--- src/rtl/p2p_hdr_pkg.sv ---
package p2p_hdr_pkg;

   localparam int HDR_BYTES = 64;
   localparam int HDR_DW    = HDR_BYTES / 4;

   localparam logic [15:0] STAT_CAPS  = 16'h00A0;
   localparam logic [23:0] CLASS_P2P  = 24'h060400;
   localparam logic [6:0]  HDR_TYPE1  = 7'h01;
   localparam int          SBR_BIT    = 6;

   // byte offsets whose write changes forwarding
   function automatic logic [HDR_BYTES-1:0] remap_map();
      logic [HDR_BYTES-1:0] m;
      m = '0;
      for (int i = 0; i < HDR_BYTES; i++) begin
         if ((i >= 'h04 && i <= 'h05) || (i >= 'h1C && i <= 'h1D) ||
             (i >= 'h20 && i <= 'h33) || (i >= 'h3E && i <= 'h3F))
            m[i] = 1'b1;
      end
      return m;
   endfunction

   // byte offsets that hold writable storage
   function automatic logic [HDR_BYTES-1:0] store_map();
      logic [HDR_BYTES-1:0] m;
      m = '0;
      for (int i = 0; i < HDR_BYTES; i++) begin
         if ((i >= 'h04 && i <= 'h05) || (i >= 'h18 && i <= 'h1D) ||
             (i >= 'h20 && i <= 'h33) || (i >= 'h3E && i <= 'h3F))
            m[i] = 1'b1;
      end
      return m;
   endfunction

endpackage

--- src/rtl/p2p_hdr_wdec.sv ---
module p2p_hdr_wdec
   import p2p_hdr_pkg::*;
(
   input  logic                 clk,
   input  logic                 rst_n,
   input  logic                 wr,
   input  logic [3:0]           addr,
   input  logic [3:0]           be,
   output logic [HDR_BYTES-1:0] byte_we,
   output logic                 remap_q
);
   localparam logic [HDR_BYTES-1:0] REMAP_MAP = remap_map();

   for (genvar i = 0; i < HDR_BYTES; i++) begin : g_byte
      assign byte_we[i] = wr && (addr == 4'(i / 4)) && be[i % 4];
   end

   always_ff @(posedge clk) begin
      if (!rst_n) remap_q <= 1'b0;
      else        remap_q <= |(byte_we & REMAP_MAP);
   end
endmodule

--- src/rtl/p2p_hdr_span.sv ---
module p2p_hdr_span #(
   parameter int           BYTES     = 2,
   parameter logic [3:0]   TYPE_NIB  = 4'h0,
   parameter bit           KILL_ONES = 1'b1
) (
   input  logic                 clk,
   input  logic                 rst_n,
   input  logic [BYTES-1:0]     we,
   input  logic [8*BYTES-1:0]   wd,
   input  logic                 kill,
   output logic [8*BYTES-1:0]   q
);
   localparam int AB = 8 * BYTES - 4;

   if (BYTES != 1 && BYTES != 2) begin : g_bad_bytes
      $error("p2p_hdr_span: BYTES must be 1 or 2");
   end

   logic [AB-1:0] a_q;

   if (BYTES == 1) begin : g_narrow
      always_ff @(posedge clk) begin
         if (!rst_n)     a_q <= '0;
         else if (kill)  a_q <= KILL_ONES ? '1 : '0;
         else if (we[0]) a_q <= wd[7:4];
      end
   end else begin : g_wide
      always_ff @(posedge clk) begin
         if (!rst_n)    a_q <= '0;
         else if (kill) a_q <= KILL_ONES ? '1 : '0;
         else begin
            if (we[0]) a_q[3:0]  <= wd[7:4];
            if (we[1]) a_q[11:4] <= wd[15:8];
         end
      end
   end

   assign q = {a_q, TYPE_NIB};
endmodule

--- src/rtl/p2p_hdr_upper.sv ---
module p2p_hdr_upper #(
   parameter int BYTES    = 4,
   parameter bit EN       = 1'b1,
   parameter bit KILL_CLR = 1'b1
) (
   input  logic                 clk,
   input  logic                 rst_n,
   input  logic [BYTES-1:0]     we,
   input  logic [8*BYTES-1:0]   wd,
   input  logic                 kill,
   output logic [8*BYTES-1:0]   q
);
   if (EN) begin : g_on
      always_ff @(posedge clk) begin
         if (!rst_n) q <= '0;
         else if (kill && KILL_CLR) q <= '0;
         else begin
            for (int b = 0; b < BYTES; b++)
               if (we[b]) q[8*b +: 8] <= wd[8*b +: 8];
         end
      end
   end else begin : g_off
      logic unused_in;
      assign unused_in = ^{clk, rst_n, we, wd, kill};
      assign q = '0;
   end
endmodule

--- src/rtl/p2p_hdr_ctrl.sv ---
module p2p_hdr_ctrl
   import p2p_hdr_pkg::*;
#(
   parameter logic [15:0] CMD_WMASK  = 16'h0147,
   parameter logic [15:0] BCTL_WMASK = 16'h0FFF
) (
   input  logic                 clk,
   input  logic                 rst_n,
   input  logic [HDR_BYTES-1:0] byte_we,
   input  logic [31:0]          wdata,
   output logic [15:0]          cmd_q,
   output logic [31:0]          bus_q,
   output logic [15:0]          bctl_q,
   output logic                 sbr_q
);
   logic sbr_rise;
   assign sbr_rise = byte_we['h3E] && !bctl_q[SBR_BIT] && wdata[16+SBR_BIT];

   always_ff @(posedge clk) begin
      if (!rst_n) begin
         cmd_q  <= '0;
         bus_q  <= '0;
         bctl_q <= '0;
         sbr_q  <= 1'b0;
      end else begin
         if (byte_we['h04]) cmd_q[7:0]   <= wdata[7:0]   & CMD_WMASK[7:0];
         if (byte_we['h05]) cmd_q[15:8]  <= wdata[15:8]  & CMD_WMASK[15:8];
         for (int b = 0; b < 4; b++)
            if (byte_we['h18 + b]) bus_q[8*b +: 8] <= wdata[8*b +: 8];
         if (byte_we['h3E]) bctl_q[7:0]  <= wdata[23:16] & BCTL_WMASK[7:0];
         if (byte_we['h3F]) bctl_q[15:8] <= wdata[31:24] & BCTL_WMASK[15:8];
         sbr_q <= sbr_rise;
      end
   end
endmodule

--- src/rtl/p2p_hdr_regs.sv ---
module p2p_hdr_regs
   import p2p_hdr_pkg::*;
#(
   parameter logic [15:0] VENDOR_ID  = 16'h1B36,
   parameter logic [15:0] DEVICE_ID  = 16'h0001,
   parameter logic [7:0]  REVISION   = 8'h00,
   parameter bit          MULTI_FN   = 1'b0,
   parameter bit          IO32       = 1'b1,
   parameter bit          PREF64     = 1'b1,
   parameter logic [15:0] CMD_WMASK  = 16'h0147,
   parameter logic [15:0] BCTL_WMASK = 16'h0FFF
) (
   input  logic        clk,
   input  logic        rst_n,
   input  logic        cfg_wr,
   input  logic [3:0]  cfg_addr,
   input  logic [3:0]  cfg_be,
   input  logic [31:0] cfg_wdata,
   input  logic        kill_fwd,
   output logic [31:0] cfg_rdata,
   output logic        remap_pulse,
   output logic        sec_rst_pulse
);
   localparam logic [HDR_BYTES-1:0] STORE_MAP = store_map();
   localparam logic [3:0] IO_NIB   = IO32   ? 4'h1 : 4'h0;
   localparam logic [3:0] PREF_NIB = PREF64 ? 4'h1 : 4'h0;

   if (!BCTL_WMASK[SBR_BIT]) begin : g_bad_bctl
      $error("p2p_hdr_regs: secondary reset bit must be writable");
   end
   if (HDR_DW != 16) begin : g_bad_hdr
      $error("p2p_hdr_regs: header must span 16 dwords");
   end

   logic [HDR_BYTES-1:0] byte_we;
   logic [15:0] cmd_q, bctl_q;
   logic [31:0] bus_q;
   logic [7:0]  io_base_q, io_lim_q;
   logic [15:0] mem_base_q, mem_lim_q, pref_base_q, pref_lim_q;
   logic [31:0] pref_bup_q, pref_lup_q;
   logic [15:0] io_bup_q, io_lup_q;

   logic unused_bytes;
   assign unused_bytes = ^(byte_we & ~STORE_MAP);

   p2p_hdr_wdec u_wdec (
      .clk(clk), .rst_n(rst_n), .wr(cfg_wr), .addr(cfg_addr), .be(cfg_be),
      .byte_we(byte_we), .remap_q(remap_pulse)
   );

   p2p_hdr_ctrl #(.CMD_WMASK(CMD_WMASK), .BCTL_WMASK(BCTL_WMASK)) u_ctrl (
      .clk(clk), .rst_n(rst_n), .byte_we(byte_we), .wdata(cfg_wdata),
      .cmd_q(cmd_q), .bus_q(bus_q), .bctl_q(bctl_q), .sbr_q(sec_rst_pulse)
   );

   p2p_hdr_span #(.BYTES(1), .TYPE_NIB(IO_NIB), .KILL_ONES(1'b1)) u_io_base (
      .clk(clk), .rst_n(rst_n), .we(byte_we['h1C]), .wd(cfg_wdata[7:0]),
      .kill(kill_fwd), .q(io_base_q));
   p2p_hdr_span #(.BYTES(1), .TYPE_NIB(IO_NIB), .KILL_ONES(1'b0)) u_io_lim (
      .clk(clk), .rst_n(rst_n), .we(byte_we['h1D]), .wd(cfg_wdata[15:8]),
      .kill(kill_fwd), .q(io_lim_q));
   p2p_hdr_span #(.BYTES(2), .TYPE_NIB(4'h0), .KILL_ONES(1'b1)) u_mem_base (
      .clk(clk), .rst_n(rst_n), .we(byte_we['h21:'h20]), .wd(cfg_wdata[15:0]),
      .kill(kill_fwd), .q(mem_base_q));
   p2p_hdr_span #(.BYTES(2), .TYPE_NIB(4'h0), .KILL_ONES(1'b0)) u_mem_lim (
      .clk(clk), .rst_n(rst_n), .we(byte_we['h23:'h22]), .wd(cfg_wdata[31:16]),
      .kill(kill_fwd), .q(mem_lim_q));
   p2p_hdr_span #(.BYTES(2), .TYPE_NIB(PREF_NIB), .KILL_ONES(1'b1)) u_pref_base (
      .clk(clk), .rst_n(rst_n), .we(byte_we['h25:'h24]), .wd(cfg_wdata[15:0]),
      .kill(kill_fwd), .q(pref_base_q));
   p2p_hdr_span #(.BYTES(2), .TYPE_NIB(PREF_NIB), .KILL_ONES(1'b0)) u_pref_lim (
      .clk(clk), .rst_n(rst_n), .we(byte_we['h27:'h26]), .wd(cfg_wdata[31:16]),
      .kill(kill_fwd), .q(pref_lim_q));

   p2p_hdr_upper #(.BYTES(4), .EN(PREF64), .KILL_CLR(1'b1)) u_pref_bup (
      .clk(clk), .rst_n(rst_n), .we(byte_we['h2B:'h28]), .wd(cfg_wdata),
      .kill(kill_fwd), .q(pref_bup_q));
   p2p_hdr_upper #(.BYTES(4), .EN(PREF64), .KILL_CLR(1'b1)) u_pref_lup (
      .clk(clk), .rst_n(rst_n), .we(byte_we['h2F:'h2C]), .wd(cfg_wdata),
      .kill(kill_fwd), .q(pref_lup_q));
   p2p_hdr_upper #(.BYTES(2), .EN(IO32), .KILL_CLR(1'b0)) u_io_bup (
      .clk(clk), .rst_n(rst_n), .we(byte_we['h31:'h30]), .wd(cfg_wdata[15:0]),
      .kill(kill_fwd), .q(io_bup_q));
   p2p_hdr_upper #(.BYTES(2), .EN(IO32), .KILL_CLR(1'b0)) u_io_lup (
      .clk(clk), .rst_n(rst_n), .we(byte_we['h33:'h32]), .wd(cfg_wdata[31:16]),
      .kill(kill_fwd), .q(io_lup_q));

   always_comb begin
      case (cfg_addr)
         4'd0:    cfg_rdata = {DEVICE_ID, VENDOR_ID};
         4'd1:    cfg_rdata = {STAT_CAPS, cmd_q};
         4'd2:    cfg_rdata = {CLASS_P2P, REVISION};
         4'd3:    cfg_rdata = {8'h00, MULTI_FN, HDR_TYPE1, 16'h0000};
         4'd6:    cfg_rdata = bus_q;
         4'd7:    cfg_rdata = {STAT_CAPS, io_lim_q, io_base_q};
         4'd8:    cfg_rdata = {mem_lim_q, mem_base_q};
         4'd9:    cfg_rdata = {pref_lim_q, pref_base_q};
         4'd10:   cfg_rdata = pref_bup_q;
         4'd11:   cfg_rdata = pref_lup_q;
         4'd12:   cfg_rdata = {io_lup_q, io_bup_q};
         4'd15:   cfg_rdata = {bctl_q, 16'h0000};
         default: cfg_rdata = '0;
      endcase
   end
endmodule

--- config.mk ---
export PLATFORM = sky130hd
export DESIGN_NAME = p2p_hdr_regs
export DESIGN_NICKNAME = d
export VERILOG_FILES = /design/src/rtl/p2p_hdr_pkg.sv /design/src/rtl/p2p_hdr_wdec.sv /design/src/rtl/p2p_hdr_span.sv /design/src/rtl/p2p_hdr_upper.sv /design/src/rtl/p2p_hdr_ctrl.sv /design/src/rtl/p2p_hdr_regs.sv
export SDC_FILE = /design/constraint.sdc
export NUM_CORES = 1
export LEC_CHECK = 0
export BUFFER_PORTS_ARGS = -buffer_cell sky130_fd_sc_hd__buf_2
export CELL_PAD_IN_SITES_DETAIL_PLACEMENT = 2
export CELL_PAD_IN_SITES_GLOBAL_PLACEMENT = 2
export CORE_AREA = 8 8 191 147
export CTS_CLUSTER_DIAMETER = 120
export DETAILED_ROUTE_END_ITERATION = 16
export DIE_AREA = 0 0 199 155
export PLACE_DENSITY_LB_ADDON = 0.1
export SLEW_MARGIN = 20
export SYNTH_ARGS = -nofsm -noshare
export SYNTH_HDL_FRONTEND = slang
export SYNTH_SLANG_ARGS = --single-unit
--- constraint.sdc ---
create_clock -name clk -period 1.75 [get_ports clk]
set_input_delay 0 -clock clk [delete_from_list [all_inputs] [get_ports clk]]
set_output_delay 0 -clock clk [all_outputs]
set_load 0.01 [all_outputs]
==> results.txt <==
status = completed
antenna violations before repair = 2
Worst path depth = 5
Area Overhead vs Synth = 29.3%
fraction of power spent switching nets = 0.237
routed wire length = 35800 um
fin crit period = 1720 ps
Num CTS Buffers = 23
Pleak = 0.00422 uW
Synth cell types = 57
Final Hold Vio Count = 0
die height = 155 um
Synth top area share = 0.446
CP max-delay cell = mux4_2
CTS Sinks = 203
WP buf/inv = 2
Die Span X = 199 um
fmax = 0.582 GHz
Critical Path Fanout Max = 2
Clock power frac = 0.482
Worst EP required = 1750 ps
Post-synth top cells = dfxtp_1 (203), nand2_1 (179), mux2i_1 (72)
DP HPWL = 23000 um
Final #Nets = 1223
core area = 25300 um2
Setup-failing EPs final = 0
final worst clock skew = 0.292 ps
Syn Area/Cell = 8.89 um2
Least-Margin Pin Slew = 485 ps
yosys warns = 0
cell area after synthesis = 9100 um2
Worst Setup Slack post-DPL = -75.0 ps
TritonCTS clock tree = done
first-pass GRT wire length = 56200 um
DRT antenna net count = 0
slowest cell delay on critical path = 490 ps
DR pass1 iterations = 6
Initial Utilization = 0.359
Worst-Skew Late Latency = 510 ps
crit start category = flop
Sequential Power Share = 0.433
total power draw = 10900 uW
relative slew slack = 0.677
number of port buffers = 77
max-cap violations = 0
Setup CP Type = flop to primary output
most area-consuming cells after synthesis = dfxtp_1 (45%), mux2i_1 (7.9%), nand2_1 (7.4%)
crit-path cells = inv_1 -> a21o_1 -> mux4_2 -> nand3_2 -> buf_6
Critical Path AT = 1720 ps
routed vias = 8558
clock transition at the registers of the reported paths = 60 ps
Internal = 8340 uW
Synth Flop Type = dfxtp_1
via/cell ratio = 5.56
path type of the worst min-delay path = primary input to flop
PwrDens = 928 nW/um2
worst hold stages = 4
final worst slack = 31.7 ps
GR Util All Layers = 0.232
Worst R2R Path Depth = 3
async set-reset flop share out of synthesis = 0
RSZ-0062 raised after global routing = true
via count of the first global-routing pass = 9501
WL/cell = 23.2 um
H-tree Lvls = 1
#FFs+latches synth = 203
die area = 30800 um2
Final Wtd Congestion = 0.775
Final Max Tran Viols = 0
layout cells sized above 1 = 0.223
CP top delay family = multiplexers
Worst setup EP type = primary output
top-count cell post-synth = dfxtp_1
overflow left after global routing = 0
period utilization = 0.982
total I/O pin count = 78
row count = 51
Remaining DRCs = 0
initial DRC count = 485
register area share after synthesis = 0.446
NetSw = 2590 uW
combinational share of power = 0.085
Worst VDD drop = 0.585 mV
Cells after Synth = 1024
syn_nets = 1068
leading area contributor after synthesis = dfxtp_1
Post-synth EDFFs = 0
Longest Clk Path Bufs = 3
clk root buf = clkbuf_16
largest net degree at the start of global routing = 59
[sequential cells by signal (all words and copies together) (netlist names)]
signal	cells
u_ctrl.bus_q	32
u_pref_bup.q	32
u_pref_lup.q	32
u_io_bup.q	16
u_io_lup.q	16
u_ctrl.bctl_q	12
u_mem_base.a_q	12
u_mem_lim.a_q	12
u_pref_base.a_q	12
u_pref_lim.a_q	12
u_ctrl.cmd_q	5
u_io_base.a_q	4
u_io_lim.a_q	4
u_ctrl.sbr_q	1
u_wdec.remap_q	1
[per-layer routing]
layer	up-vias	track usage	wire, um	part of all wire
met3	52	0.0255	1190	0.033
met1	4379	0.318	17000	0.47
li1	3971	-	-	-
met2	156	0.377	16700	0.47
met5	-	0	0	0
met4	0	0.0704	868	0.024
[placed cells by master, fill, tap and decap left out, types with 3 or more instances in the layout]
cell type        n
dfxtp_1        200
nand2_1        179
buf_4           81
buf_2           75
mux2i_1         72
a21oi_1         67
a22oi_1         58
nor2_1          51
a21boi_0        45
nor2b_1         41
o21ai_0         40
nand3_1         37
dlygate4sd3_1   37
mux2_2          28
o21a_1          28
clkbuf_16       23
a222oi_1        14
buf_12          14
and3_1          10
clkinv_2         6
a22o_1           5
bufinv_16        5
nand2b_1         4
a221oi_1         4
nor2_4           4
nor4bb_4         3
nor2_2           3
a211oi_1         3
clkbuf_1         3
clkbuf_8         3
dfxtp_2          3
[cell families (layout without fill, tap and decap cells)]
group,Yosys count,in the layout,share of synthesized area
compound gates,280,280,0.208
mux,101,101,0.116
simple gates,357,357,0.189
other cells,0,2,0
xor+xnor,2,2,0.00192
buf+inv,81,251,0.0392
flops,203,203,0.446
[tightest hold or removal path, cell delays in order]
cell and delay (ps):
buf_2 190, nor3_1 70, o22ai_1 130, o311a_1 160
[stage by stage]
step | area [um2] | hold WS (ps) | std cells | utilization | setup TNS, ps
2_1_floorplan | 9100 | 135 | 1024 | - | 0
3_3_place_gp | 10500 | 283 | 1456 | 0.414 | -12.2
3_5_place_dp | 10500 | 304 | 1456 | 0.414 | -489
4_1_cts | 11800 | 52.4 | 1538 | 0.464 | 0
5_1_grt | 11800 | 76.9 | 1540 | 0.465 | -78.8
6_report | 11800 | 75.7 | 1540 | 0.465 | 0
[power by group through the flow]
| stage | clock [uW] | sequential (uW) | combinational (uW) |
|---|---|---|---|
| after floorplan | 0 | 4820 | 417 |
| after global placement | 0 | 4830 | 818 |
| after detailed placement | 0 | 4830 | 831 |
| after CTS | 5390 | 4730 | 919 |
| after global routing | 5570 | 4730 | 985 |
| final | 5270 | 4730 | 924 |
[timing repair]
action / in CTS / in global routing
setup endpoints to repair: 3 / 7
pin swaps: 4 / 3
hold buffers: 37 / 0
gates cloned: 1 / 0
hold endpoints to repair: 203 / 0
setup buffers: 4 / 0
gates resized for setup: 6 / 3
[worst paths after layout]
kind	startpoint	to	slack [ps]
worst max register to register	u_pref_bup.q[9]	u_pref_bup.q[9]	570
worst min register to register	u_pref_lim.a_q[7]	u_pref_lim.a_q[7]	450
worst max-delay path	u_pref_lim.a_q[1]	cfg_rdata[21]	30
worst min-delay path	cfg_be[1]	u_wdec.remap_q	80
[area by class of cell]
cell class                      instances  area [um2]
Tap cell                              344         430
Timing Repair Buffer                  209        1680
Fill cell                            2790       13600
Clock buffer                           29         628
Inverter                                2        7.51
Sequential cell                       203        4070
Antenna cell                            2        5.00
Multi-Input combinational cell        740        4770
Clock inverter                         11         180
Note: power is estimated with default switching activity, not from simulation.
